File: config.mk
export PLATFORM = sky130hd
export DESIGN_NAME = can_accept_filter
export DESIGN_NICKNAME = d
export VERILOG_FILES = /design/src/rtl/can_flt_pkg.sv /design/src/rtl/can_flt_regs.sv /design/src/rtl/can_flt_match.sv /design/src/rtl/can_flt_prio.sv /design/src/rtl/can_accept_filter.sv
export SDC_FILE = /design/constraint.sdc
export NUM_CORES = 1
export LEC_CHECK = 0
export ABC_CLOCK_PERIOD_IN_PS = 5600
export BUFFER_PORTS_ARGS = -buffer_cell sky130_fd_sc_hd__buf_2
export CORE_MARGIN = 1.5
export CORE_UTILIZATION = 54
export DETAILED_ROUTE_END_ITERATION = 6
export HOLD_SLACK_MARGIN = 0.02
export PLACE_DENSITY_LB_ADDON = 0.08
export SKIP_LAST_GASP = 1
export SYNTH_ARGS = -nofsm -noshare
export SYNTH_HDL_FRONTEND = slang
export SYNTH_HIERARCHICAL = 1
export SYNTH_SLANG_ARGS = --single-unit
File: constraint.sdc
create_clock -name clk -period 5.6 [get_ports clk]
set_clock_uncertainty 0.05 [all_clocks]
set_input_delay 1.12 -clock clk [delete_from_list [all_inputs] [get_ports clk]]
set_output_delay 1.12 -clock clk [all_outputs]
set_load 0.02 [all_outputs]
File: src/rtl/can_flt_pkg.sv
package can_flt_pkg;

    localparam int NUM_FLT = 8;
    localparam int ID_W    = 29;
    localparam int STD_W   = 11;
    localparam int BYTE_W  = 8;
    localparam int KEY_W   = 1 + ID_W + 2 * BYTE_W;

    typedef logic [KEY_W-1:0] key_t;

    // Packed order gives the key layout: ext, id, byte0, byte1
    typedef struct packed {
        logic              ext;
        logic [ID_W-1:0]   id;
        logic [BYTE_W-1:0] b0;
        logic [BYTE_W-1:0] b1;
    } frame_t;

    typedef enum logic {
        SEL_FILTER = 1'b0,
        SEL_MASK   = 1'b1
    } wsel_e;

    // Standard frames: identifier bits below the 11-bit field read as zero
    function automatic key_t make_key(frame_t f);
        frame_t k;
        k = f;
        if (!f.ext) k.id[ID_W-STD_W-1:0] = '0;
        return key_t'(k);
    endfunction

    function automatic logic key_hit(key_t frm, key_t flt, key_t msk);
        return ((frm ^ flt) & msk) == '0;
    endfunction

endpackage

File: src/rtl/can_flt_regs.sv
module can_flt_regs
    import can_flt_pkg::*;
#(
    parameter int NUM = NUM_FLT,
    parameter int IW  = $clog2(NUM)
) (
    input  logic                      clk,
    input  logic                      rst,
    input  logic                      init_mode,
    input  logic                      wr_en,
    input  logic                      wr_mask,
    input  logic [IW-1:0]             wr_idx,
    input  logic [KEY_W-1:0]          wr_data,
    output logic [NUM-1:0][KEY_W-1:0] flt_q,
    output logic [NUM-1:0][KEY_W-1:0] msk_q
);

    // No reset on storage: contents persist across reset
    always_ff @(posedge clk) begin
        if (init_mode && wr_en) begin
            if (wsel_e'(wr_mask) == SEL_MASK) msk_q[wr_idx] <= wr_data;
            else                              flt_q[wr_idx] <= wr_data;
        end
    end

    AST_WR_LOCKED: assert property (@(posedge clk) disable iff (rst)
        !init_mode |=> ($stable(flt_q) && $stable(msk_q)));

    AST_FLT_WRITE_LANDS: assert property (@(posedge clk) disable iff (rst)
        (init_mode && wr_en && !wr_mask) |=> flt_q[$past(wr_idx)] == $past(wr_data));

    AST_MSK_WRITE_LANDS: assert property (@(posedge clk) disable iff (rst)
        (init_mode && wr_en && wr_mask) |=> msk_q[$past(wr_idx)] == $past(wr_data));

endmodule

File: src/rtl/can_flt_match.sv
module can_flt_match
    import can_flt_pkg::*;
#(
    parameter int NUM = NUM_FLT
) (
    input  logic                      clk,
    input  logic                      rst,
    input  logic [KEY_W-1:0]          key_i,
    input  logic [NUM-1:0][KEY_W-1:0] flt_i,
    input  logic [NUM-1:0][KEY_W-1:0] msk_i,
    output logic [NUM-1:0]            hit_o
);

    for (genvar g = 0; g < NUM; g++) begin : g_entry
        assign hit_o[g] = key_hit(key_i, flt_i[g], msk_i[g]);

        AST_OPEN_MASK_HITS: assert property (@(posedge clk) disable iff (rst)
            (msk_i[g] == '0) |-> hit_o[g]);
    end

endmodule

File: src/rtl/can_flt_prio.sv
module can_flt_prio #(
    parameter int NUM = 8,
    parameter int IW  = $clog2(NUM)
) (
    input  logic           clk,
    input  logic           rst,
    input  logic [NUM-1:0] hit_i,
    output logic           found_o,
    output logic [IW-1:0]  idx_o
);

    // Scan downward so the lowest set bit is the last one written
    always_comb begin
        found_o = 1'b0;
        idx_o   = '0;
        for (int i = NUM - 1; i >= 0; i--) begin
            if (hit_i[i]) begin
                found_o = 1'b1;
                idx_o   = IW'(i);
            end
        end
    end

    AST_LOWEST_WINS: assert property (@(posedge clk) disable iff (rst)
        found_o |-> (hit_i[idx_o] && ((hit_i & ~({NUM{1'b1}} << idx_o)) == '0)));

    AST_NONE_FOUND: assert property (@(posedge clk) disable iff (rst)
        (hit_i == '0) |-> !found_o);

endmodule

File: src/rtl/can_accept_filter.sv
module can_accept_filter
    import can_flt_pkg::*;
#(
    parameter int  NUM_FLT_P = NUM_FLT,
    localparam int IDX_W     = $clog2(NUM_FLT_P)
) (
    input  logic               clk,
    input  logic               rst,
    input  logic               init_mode,
    input  logic               filt_en,
    input  logic               wr_en,
    input  logic               wr_mask,
    input  logic [IDX_W-1:0]   wr_idx,
    input  logic [KEY_W-1:0]   wr_data,
    input  logic               frm_vld,
    input  logic               frm_ext,
    input  logic [ID_W-1:0]    frm_id,
    input  logic [BYTE_W-1:0]  frm_b0,
    input  logic [BYTE_W-1:0]  frm_b1,
    output logic               acc_pulse,
    output logic [IDX_W-1:0]   acc_idx
);

    frame_t                          frm;
    key_t                            key;
    logic [NUM_FLT_P-1:0][KEY_W-1:0] flt_q;
    logic [NUM_FLT_P-1:0][KEY_W-1:0] msk_q;
    logic [NUM_FLT_P-1:0]            hit;
    logic                            found;
    logic [IDX_W-1:0]                win;

    assign frm = '{ext: frm_ext, id: frm_id, b0: frm_b0, b1: frm_b1};
    assign key = make_key(frm);

    can_flt_regs #(.NUM(NUM_FLT_P), .IW(IDX_W)) u_regs (
        .clk(clk), .rst(rst), .init_mode(init_mode), .wr_en(wr_en),
        .wr_mask(wr_mask), .wr_idx(wr_idx), .wr_data(wr_data),
        .flt_q(flt_q), .msk_q(msk_q)
    );

    can_flt_match #(.NUM(NUM_FLT_P)) u_match (
        .clk(clk), .rst(rst), .key_i(key), .flt_i(flt_q), .msk_i(msk_q), .hit_o(hit)
    );

    can_flt_prio #(.NUM(NUM_FLT_P), .IW(IDX_W)) u_prio (
        .clk(clk), .rst(rst), .hit_i(hit), .found_o(found), .idx_o(win)
    );

    always_ff @(posedge clk) begin
        if (rst) begin
            acc_pulse <= 1'b0;
            acc_idx   <= '0;
        end else begin
            acc_pulse <= frm_vld && (!filt_en || found);
            acc_idx   <= (frm_vld && filt_en && found) ? win : '0;
        end
    end

    AST_PULSE_NEEDS_FRAME: assert property (@(posedge clk) disable iff (rst)
        acc_pulse |-> $past(frm_vld));

    AST_IDX_QUIET: assert property (@(posedge clk) disable iff (rst)
        !acc_pulse |-> (acc_idx == '0));

    AST_OFF_ACCEPTS_ALL: assert property (@(posedge clk) disable iff (rst)
        (frm_vld && !filt_en) |=> (acc_pulse && acc_idx == '0));

    AST_NO_HIT_DROPS: assert property (@(posedge clk) disable iff (rst)
        (frm_vld && filt_en && hit == '0) |=> !acc_pulse);

endmodule

==> impl_metrics.tcl <==
set metrics [dict create \
    grt_setup_unrepaired "no" \
    clock_latency_ns 0.60 \
    drcViolationCount 0 \
    cts_buffer_depth 3 \
    instances_no_fill 2350 \
    cts_sinks 740 \
    synth_edf_count 736 \
    crit_path_end_kind "flop" \
    crit_arrival_ns 4.63 \
    finalCritPeriodShare 0.747 \
    ys_warn_count 6 \
    grt_max_degree 47 \
    wl_met3_um 3420 \
    wire_per_inst_um 26.5 \
    clk_pin_slew_worst_paths_ns 0.06 \
    finalHoldViolCount 0 \
    yosysSeqAreaShare 0.796 \
    highest_layer "met5" \
    viasPerCell 5.74 \
    holdBufCountCts 0 \
    cts_tree "built" \
    start_util 0.544 \
    fp.dieW_um 230 \
    area_delta_synth_final_pct 13.0 \
    n_antenna_cell 0 \
    setup_viol 0 \
    syn_nets 1565 \
    ir_drop_v 0.000304 \
    fmax_ghz 0.239 \
    avgSynthCellArea_um2 19.0 \
    cts_setup_buffers 0 \
    postRouteAntennaNets 0 \
    finalSetupTns_ns 0 \
    port_buffers 105 \
    grt_remaining_overflow 0 \
    start_kind "primary input" \
    drt-total-wl_um 62300 \
    die_height_um 230 \
    cts_buffers 76 \
    drtPass1Iterations 5 \
    grt_pass1_vias 13300 \
    grt_pass1_wl_um 90500 \
    wl_met1_um 28200 \
    drv_cap 0 \
    maxSlewViolCount 0 \
    tightest_slew_ns 1.20 \
    num_rows 83 \
    path_class "primary input to flop" \
    syn_area_mm2 0.0279 \
    min-delay-path-class "primary input to flop" \
    min_period_ns 4.19 \
    cp_data_required_time_ns 6.04 \
    synth_flop_cell "edfxtp_1" \
    power_mw 11.3 \
    nets 1720 \
    io_pins 106 \
    wl_met2_um 29600 \
    p_leak_nw 10.7 \
    cellPowerDensity_mw_per_mm2 359 \
    async_flop_share 0 \
    core_area_mm2 0.0512 \
    crit_fanout 18 \
    cts_resized 0 \
    syn_inst 1463 \
    maxSlewHeadroom 0.196 \
    htreeDepth 3 \
    cts_root_buf "clkbuf_16" \
    dp_hpwl_um 39400 \
    ys_ff_latch 740 \
    drive_gt1_frac 0.143 \
    vias 13500 \
    drt_first_iter_violations 1261 \
    routabilityCongestion 0.875 \
    antenna_found_initial 3 \
    dpl.cell_count 2220 \
    dieArea_mm2 0.0530 \
    grt_usage 0.240 \
    status "complete, no violations" \
    ys_types 31 \
]
## cell usage in the layout, fill, tap and decap left out, drive strengths merged, types with 2 or more instances in the layout
cell type / n
inv: 3
nand4b: 2
clkbuf: 100
nor2: 14
dfxtp: 4
and2: 21
a22oi: 184
nor4: 2
clkinv: 24
edfxtp: 736
nand3: 8
nand2b: 2
xor2: 368
nand2: 2
nor2b: 3
nor3: 12
or4: 8
bufinv: 4
nand4: 41
buf: 124
## power by group
part           switching [mW]  internal (mW)  leakage, nW
sequential             0.0194           6.16         6.66
combinational           0.318          0.136         2.91
clock                    1.95           2.72         1.11
total                    2.29           9.02         10.7
## metal layers
layer,track usage,up-vias
met5,0,-
met4,0.0549,6
met3,0.0466,85
met2,0.376,356
met1,0.352,7063
li1,-,5983
## cell families (layout without fill, tap and decap cells)
family | after synthesis | in the layout | synth area share
flip-flops | 740 | 740 | 0.796
XOR/XNOR | 368 | 368 | 0.116
AO/OA/AOI/OAI | 189 | 189 | 0.0508
AND/OR/NAND/NOR | 118 | 118 | 0.0258
buffers and inverters | 48 | 255 | 0.0115
## final timing paths
check                             endpoint  slack (ns)  cells after the start         startpoint
worst max-delay path            acc_idx[0]        1.41                     11            frm_ext
worst max register to register  acc_idx[0]        2.68                      9  u_regs/flt_q[124]
worst min register to register  acc_idx[1]        0.88                      5   u_regs/msk_q[51]
worst min-delay path             acc_pulse        0.73                      2                rst
## final cells by class
class	count	area, um^2
clock buffers	100	2030
fillers	3651	19700
multi-input cells	675	5470
inverters	1	3.75
clock inverters	30	236
repair buffers	124	706
flip-flops and latches	740	22200
well taps	680	851
## critical path, cell delays in order
cell	delay [ns]
buf_2	0.55
and2_1	0.57
xor2_1	0.13
a22oi_1	0.45
nand4_1	0.18
or4_1	0.54
nor3_1	0.47
nor2b_1	0.11
o21bai_1	0.18
o41ai_1	0.10
and2_2	0.20
## Yosys cell counts (8+ instances only)
cell type,number,area share
nor2_1,14,0.0019
and2_1,18,0.0040
nand3_1,8,0.0014
or4_1,8,0.0022
xor2_1,368,0.12
buf_2,23,0.0041
edfxtp_1,736,0.79
buf_6,11,0.0044
nor3_1,10,0.0018
nand4_1,41,0.0092
a22oi_1,184,0.050
buf_4,8,0.0022
## state kept, by name, indices dropped and copies added (netlist names)
signal,cells
u_regs/flt_q,368
acc_pulse,1
u_regs/msk_q,368
acc_idx,3
## per-stage QoR
stage,setup slack (ns),utilization,area (um^2),hold slack (ns)
after global routing,1.30,0.615,31500,0.703
after CTS,1.44,0.615,31500,0.680
final,1.41,0.615,31500,0.729
after detailed placement,0.805,0.570,29200,0.856
after floorplan,0.514,-,27900,0.746
after global placement,0.925,0.570,29200,0.893
(Power assumes the default switching activity.)
